===== config.mk =====
export PLATFORM = sky130hd
export DESIGN_NAME = irq_force_ctl
export DESIGN_NICKNAME = d
export VERILOG_FILES = /design/src/rtl/ictl_pkg.sv /design/src/rtl/ictl_edge.sv /design/src/rtl/ictl_prio.sv /design/src/rtl/ictl_regs.sv /design/src/rtl/irq_force_ctl.sv
export SDC_FILE = /design/constraint.sdc
export NUM_CORES = 1
export LEC_CHECK = 0
export CAP_MARGIN = 10
export CORE_UTILIZATION = 50
export DETAILED_ROUTE_END_ITERATION = 16
export PLACE_DENSITY = 0.86
export SYNTH_ARGS = -nofsm -noshare
export SYNTH_HDL_FRONTEND = slang
export SYNTH_SLANG_ARGS = --single-unit

===== constraint.sdc =====
create_clock -name clk -period 5.15 [get_ports clk]
set_input_delay 0.7725 -clock clk [delete_from_list [all_inputs] [get_ports clk]]
set_output_delay 0.7725 -clock clk [all_outputs]
set_load 0.03 [all_outputs]

===== src/rtl/ictl_pkg.sv =====
`timescale 1ns/1ps
package ictl_pkg;
  localparam int unsigned OFS_PEND  = 'h04;
  localparam int unsigned OFS_FORCE = 'h08;
  localparam int unsigned OFS_CLEAR = 'h0C;
  localparam int unsigned OFS_MASK  = 'h40;

  typedef enum logic [2:0] {
    RSEL_NONE,
    RSEL_PEND,
    RSEL_FORCE,
    RSEL_CLEAR,
    RSEL_MASK
  } rsel_e;
endpackage


===== src/rtl/ictl_edge.sv =====
`timescale 1ns/1ps
module ictl_edge #(
  parameter int N = 16
) (
  input  logic         clk,
  input  logic         rst_ni,
  input  logic [N-1:0] lines_i,
  output logic [N-1:0] rise_o
);
  logic [N-1:0] prev_q;

  always_ff @(posedge clk or negedge rst_ni) begin
    if (!rst_ni) prev_q <= '0;
    else         prev_q <= lines_i;
  end

  assign rise_o = lines_i & ~prev_q;
endmodule


===== src/rtl/ictl_prio.sv =====
`timescale 1ns/1ps
module ictl_prio #(
  parameter int N    = 16,
  parameter int ID_W = $clog2(N)
) (
  input  logic [N-1:0]    active_i,
  output logic            req_o,
  output logic [ID_W-1:0] id_o
);
  always_comb begin
    id_o = '0;
    for (int i = 1; i < N; i++) begin
      if (active_i[i]) id_o = ID_W'(i);
    end
  end

  assign req_o = |active_i[N-1:1];
endmodule


===== src/rtl/ictl_regs.sv =====
`timescale 1ns/1ps
module ictl_regs
  import ictl_pkg::*;
#(
  parameter int N      = 16,
  parameter int DATA_W = 32,
  parameter int ADDR_W = 8,
  parameter int ID_W   = $clog2(N)
) (
  input  logic              clk,
  input  logic              rst_ni,
  input  logic [N-1:0]      rise_i,
  input  logic              sel_i,
  input  logic              wr_i,
  input  logic [ADDR_W-1:0] addr_i,
  input  logic [DATA_W-1:0] wdata_i,
  output logic [DATA_W-1:0] rdata_o,
  input  logic              ack_valid_i,
  input  logic [ID_W-1:0]   ack_id_i,
  output logic [N-1:0]      pend_o,
  output logic [N-1:0]      force_o,
  output logic [N-1:0]      mask_o
);
  localparam logic [N-1:0] LINE_MASK = {{(N-1){1'b1}}, 1'b0};

  rsel_e        rsel;
  logic [N-1:0] wdata_n;
  logic [N-1:0] set_vec, clr_wr_vec, ack_vec, ack_to_pend, ack_to_force;
  logic [N-1:0] pend_q, pend_d, force_q, force_d, mask_q, mask_d;
  logic         pend_en, force_en, mask_en;

  always_comb begin
    rsel = RSEL_NONE;
    if      (addr_i == ADDR_W'(OFS_PEND))  rsel = RSEL_PEND;
    else if (addr_i == ADDR_W'(OFS_FORCE)) rsel = RSEL_FORCE;
    else if (addr_i == ADDR_W'(OFS_CLEAR)) rsel = RSEL_CLEAR;
    else if (addr_i == ADDR_W'(OFS_MASK))  rsel = RSEL_MASK;
  end

  generate
    if (DATA_W > N) begin : g_wide
      logic unused_hi;
      assign unused_hi = ^wdata_i[DATA_W-1:N];
    end
  endgenerate

  assign wdata_n      = wdata_i[N-1:0] & LINE_MASK;
  assign set_vec      = rise_i & LINE_MASK;
  assign clr_wr_vec   = (sel_i && wr_i && rsel == RSEL_CLEAR) ? wdata_n : '0;
  assign ack_vec      = ack_valid_i ? ((N'(1) << ack_id_i) & LINE_MASK) : '0;
  assign ack_to_force = ack_vec & force_q;
  assign ack_to_pend  = ack_vec & ~force_q;

  // next-state logic
  always_comb begin
    pend_en  = (|set_vec) || (|clr_wr_vec) || (|ack_to_pend);
    pend_d   = (pend_q & ~(clr_wr_vec | ack_to_pend)) | set_vec;
    force_en = (sel_i && wr_i && rsel == RSEL_FORCE) || (|ack_to_force);
    force_d  = (sel_i && wr_i && rsel == RSEL_FORCE) ? wdata_n
                                                     : (force_q & ~ack_to_force);
    mask_en  = sel_i && wr_i && rsel == RSEL_MASK;
    mask_d   = wdata_n;
  end

  // registers
  always_ff @(posedge clk or negedge rst_ni) begin
    if (!rst_ni) begin
      pend_q  <= '0;
      force_q <= '0;
      mask_q  <= '0;
    end else begin
      if (pend_en)  pend_q  <= pend_d;
      if (force_en) force_q <= force_d;
      if (mask_en)  mask_q  <= mask_d;
    end
  end

  always_comb begin
    unique case (rsel)
      RSEL_PEND:  rdata_o = DATA_W'(pend_q);
      RSEL_FORCE: rdata_o = DATA_W'(force_q);
      RSEL_MASK:  rdata_o = DATA_W'(mask_q);
      default:    rdata_o = '0;
    endcase
  end

  assign pend_o  = pend_q;
  assign force_o = force_q;
  assign mask_o  = mask_q;

  // every captured edge is present in pending on the next cycle
  a_r2_edge_sets: assert property (@(posedge clk) disable iff (!rst_ni)
    (|set_vec) |=> ((pend_q & $past(set_vec)) == $past(set_vec)));

  // cleared bits with no concurrent edge are gone on the next cycle
  a_r3_clear_drops: assert property (@(posedge clk) disable iff (!rst_ni)
    (|(clr_wr_vec & ~set_vec)) |=> ((pend_q & $past(clr_wr_vec & ~set_vec)) == '0));

  // a force write loads the written word
  a_r4_force_replace: assert property (@(posedge clk) disable iff (!rst_ni)
    (sel_i && wr_i && addr_i == ADDR_W'(OFS_FORCE))
      |=> (force_q == ($past(wdata_i[N-1:0]) & LINE_MASK)));

  // acknowledging an unforced line clears its pending bit
  a_r7_ack_pending: assert property (@(posedge clk) disable iff (!rst_ni)
    (ack_valid_i && !force_q[ack_id_i] && !rise_i[ack_id_i])
      |=> !pend_q[$past(ack_id_i)]);
endmodule


===== src/rtl/irq_force_ctl.sv =====
`timescale 1ns/1ps
module irq_force_ctl #(
  parameter int N      = 16,
  parameter int DATA_W = 32,
  parameter int ADDR_W = 8,
  parameter int ID_W   = $clog2(N)
) (
  input  logic              clk,
  input  logic              rst_n,
  input  logic [N-1:0]      irq_in,
  input  logic              bus_sel,
  input  logic              bus_wr,
  input  logic [ADDR_W-1:0] bus_addr,
  input  logic [DATA_W-1:0] bus_wdata,
  output logic [DATA_W-1:0] bus_rdata,
  input  logic              ack_valid,
  input  logic [ID_W-1:0]   ack_id,
  output logic              irq_req,
  output logic [ID_W-1:0]   irq_id
);
  logic         rst_s1_q, rst_s2_q, rst_ni;
  logic [N-1:0] rise, pend, frc, msk, active;

  always_ff @(posedge clk or negedge rst_n) begin
    if (!rst_n) begin
      rst_s1_q <= 1'b0;
      rst_s2_q <= 1'b0;
    end else begin
      rst_s1_q <= 1'b1;
      rst_s2_q <= rst_s1_q;
    end
  end
  assign rst_ni = rst_s2_q;

  ictl_edge #(.N(N)) u_edge (
    .clk(clk), .rst_ni(rst_ni), .lines_i(irq_in), .rise_o(rise)
  );

  ictl_regs #(.N(N), .DATA_W(DATA_W), .ADDR_W(ADDR_W), .ID_W(ID_W)) u_regs (
    .clk(clk), .rst_ni(rst_ni), .rise_i(rise),
    .sel_i(bus_sel), .wr_i(bus_wr), .addr_i(bus_addr),
    .wdata_i(bus_wdata), .rdata_o(bus_rdata),
    .ack_valid_i(ack_valid), .ack_id_i(ack_id),
    .pend_o(pend), .force_o(frc), .mask_o(msk)
  );

  assign active = (pend | frc) & msk;

  ictl_prio #(.N(N), .ID_W(ID_W)) u_prio (
    .active_i(active), .req_o(irq_req), .id_o(irq_id)
  );

  // reported line is active and no higher line is
  a_r6_id_highest: assert property (@(posedge clk) disable iff (!rst_ni)
    irq_req |-> ((active >> irq_id) == N'(1)));

  // no request means line number 0
  a_r6_idle_zero: assert property (@(posedge clk) disable iff (!rst_ni)
    !irq_req |-> (irq_id == '0));
endmodule


==> flow_summary.json <==
{
  "fin_setup_tns_ps": 0,
  "post_drt_via_cell_ratio": 5.98,
  "startpoint_type": "input port",
  "ir_drop_v": 0.000240,
  "drc_errors": 0,
  "grt_use_total_pct": 26.0,
  "crit_arrival_ps": 3190,
  "numCtsBuffers": 9,
  "crit_type": "input port to primary output",
  "fp.dieW_microns": 81.1,
  "period_share_pct": 77.0,
  "clock_latency_ps": 350,
  "dr.first_iter.drc_count": 350,
  "cp_max_fo": 15,
  "ctsHoldBuffers": 0,
  "fin_worst_skew_ps": 7.82,
  "syn_area_per_cell_sq_um": 10.3,
  "post_drt_wl_per_cell_microns": 17.0,
  "cts_resized": 0,
  "tritoncts": "yes",
  "rsz0062_at_grt": "false",
  "ioPinCount": 102,
  "syn_area_sq_um": 3130,
  "rows": 28,
  "critPathCaptureType": "primary output",
  "core_sq_um": 5990,
  "slowest_delay_ps": 660,
  "cts_sinks": 62,
  "first_global_vias": 2633,
  "ys_seq_area_share_pct": 49.6,
  "syn_inst": 303,
  "cap_violations": 0,
  "cts_root_buf": "clkbuf_8",
  "drive_gt1_share_pct": 12.2,
  "crit_path_frequent_cell": "clkdlybuf4s50_1",
  "drv_slew": 0,
  "clk_path_buf_depth": 2,
  "grt_pass1_wl_microns": 12500,
  "die_h_microns": 81.1,
  "die_area_sq_um": 6570,
  "required_ps": 4380,
  "place_hpwl_microns": 5270,
  "utilization_pct": 67.1,
  "insertedDiodeCount": 0,
  "start_util_pct": 52.2,
  "worst_slew_pin_slew_ps": 1040,
  "slew_headroom_pct": 30.6,
  "path_cells": "clkdlybuf4s50_1 -> or4_4 -> nor4_2 -> buf_4 -> a222oi_1 -> inv_1 -> clkdlybuf4s50_1",
  "htreeDepth": 3,
  "fmax_mhz": 252,
  "nFillCells": 470,
  "syn_to_final_growth_pct": 28.7,
  "hold_violations": 0,
  "portBuffers": 66,
  "ys_seq_elements": 62,
  "yosys_warnings": 0,
  "drtAntennaViolNets": 0,
  "clkSlewWorstSetupHoldPaths_ps": 70,
  "hold_class": "flip-flop to async pin",
  "place.gp.congestion": 0.849,
  "dr.pass1.iters": 6,
  "totalWireLength_microns": 7690,
  "timing.final.crit_period_ps": 3960,
  "grt_antenna_before_repair": 0,
  "overflow": 0,
  "cp_slowest_cell": "clkdlybuf4s50_1",
  "vias": 2705,
  "stdcell_area_sq_um": 4020,
  "finalSetupViolCount": 0,
  "power_density_nw_per_um2": 280,
  "power_leakage_nw": 1.92,
  "yosysUniqueCellTypes": 36,
  "cts_setup_buffers": 0,
  "fin_nets": 437,
  "dpl_cell_area_sq_um": 3810,
  "grt_max_degree": 49,
  "status": "complete, no violations"
}
## synth_stat cells (all sizes together)
master / count / area, sq um
nor2: 2 / 7.51
or3b: 1 / 8.76
o311ai: 1 / 8.76
or3: 2 / 17.5
o211ai: 1 / 7.51
conb: 2 / 7.51
nor4: 4 / 25.0
o31ai: 15 / 113
nor4b: 1 / 15.0
or2: 1 / 6.26
a41oi: 1 / 8.76
or4: 1 / 11.3
buf: 23 / 179
a21oi: 1 / 5.00
nand3: 2 / 10.0
a222oi: 15 / 150
nand4: 2 / 12.5
nand2b: 8 / 50.1
inv: 30 / 113
o21ai: 60 / 300
o21a: 2 / 15.0
nand3b: 3 / 22.5
dfrtp: 62 / 1550
nand4b: 1 / 8.76
or4b: 1 / 10.0
nand2: 21 / 78.8
clkbuf: 6 / 22.5
mux2: 15 / 206
nor3: 1 / 16.3
a21o: 16 / 120
a311oi: 2 / 17.5
## critical path, delay by kind of cell
family	cells	cell delay (ps)
AO/OA/AOI/OAI	1	140
AND/OR/NAND/NOR	2	850
buffers and inverters	4	1420
## power by group
| group | leakage [nW] | internal [mW] | switching, mW | total [mW] |
|---|---|---|---|---|
| sequential | 0.754 | 0.507 | 0.0147 | 0.521 |
| clock | 0.103 | 0.252 | 0.193 | 0.444 |
| combinational | 1.06 | 0.0719 | 0.0894 | 0.161 |
## placed cells by master (no fill, tap or decap), types with 2 or more instances in the layout
master           instances
nand2b_1                 8
buf_4                    5
nand3b_1                 3
nand3_1                  2
clkbuf_8                11
nor2_1                   2
a311oi_1                 2
mux2_4                  10
clkdlybuf4s50_1         66
nor4_2                   4
inv_1                   30
nand2_1                 21
nand4_1                  2
a222oi_1                15
clkinv_4                 2
o31ai_1                 15
mux2_2                   5
dfrtp_1                 61
a21o_1                  16
o21ai_0                 60
conb_1                  18
o21a_1                   2
## stage by stage
step	total power, mW	std cells	setup WS [ps]	hold WS [ps]
6_report	1.13	452	1190	146
5_1_grt	1.17	452	1090	176
4_1_cts	1.13	452	1200	157
3_5_place_dp	0.689	436	1220	150
3_3_place_gp	0.684	436	1230	141
2_1_floorplan	0.620	319	1830	331
## kinds of logic (layout without fill, tap and decap cells)
logic type | after synthesis | after routing | synth area share, %
AOI/OAI and AO/OA | 114 | 114 | 23.9
DFF | 62 | 62 | 49.6
buffers and inverters | 59 | 117 | 10.0
and+or+nand+nor | 51 | 51 | 9.61
muxes | 15 | 15 | 6.61
other | 2 | 18 | 0.240
## registers in the layout, indices dropped and copies added, names as in the netlist
name,cells
rst_s1_q,1
u_regs.mask_o,15
u_edge.prev_q,15
u_regs.force_o,15
u_regs.pend_o,15
rst_ni,1
## layout make-up
cell class / count / area [sq um] / share of cell area (%)
flip-flops and latches: 62 / 1550 / 38.6
multi-input cells: 198 / 1350 / 33.7
repair buffers: 71 / 698 / 17.4
clock buffers: 12 / 155 / 3.86
inverters: 30 / 113 / 2.80
well taps: 75 / 93.8 / 2.33
clock inverters: 4 / 55.1 / 1.37
## metal layers
layer  wire length (microns)  track usage (%)  share of wire (%)  vias up
met1                    3150             32.7                 41     1338
met2                    3850             42.5                 50      142
met3                     623             8.09                8.1       10
met4                      75             8.39               0.97        0
met5                       0                0                  0        -
li1                        -                -                  -     1215
## worst paths after layout
path | startpoint | end | slack (ps) | cells after the start
worst min-delay path | rst_ni | u_edge.prev_q[13] | 150 | 0
min in group clk | rst_s1_q | rst_ni | 350 | 0
worst max-delay path | bus_addr[5] | bus_rdata[9] | 1190 | 7
worst max register to register | rst_ni | u_regs.mask_o[8] | 4110 | 1
worst min register to register | rst_ni | u_edge.prev_q[13] | 150 | 0
max in group asynchronous | rst_ni | u_regs.mask_o[8] | 4110 | 1
Power figures use the tool's default switching activity.
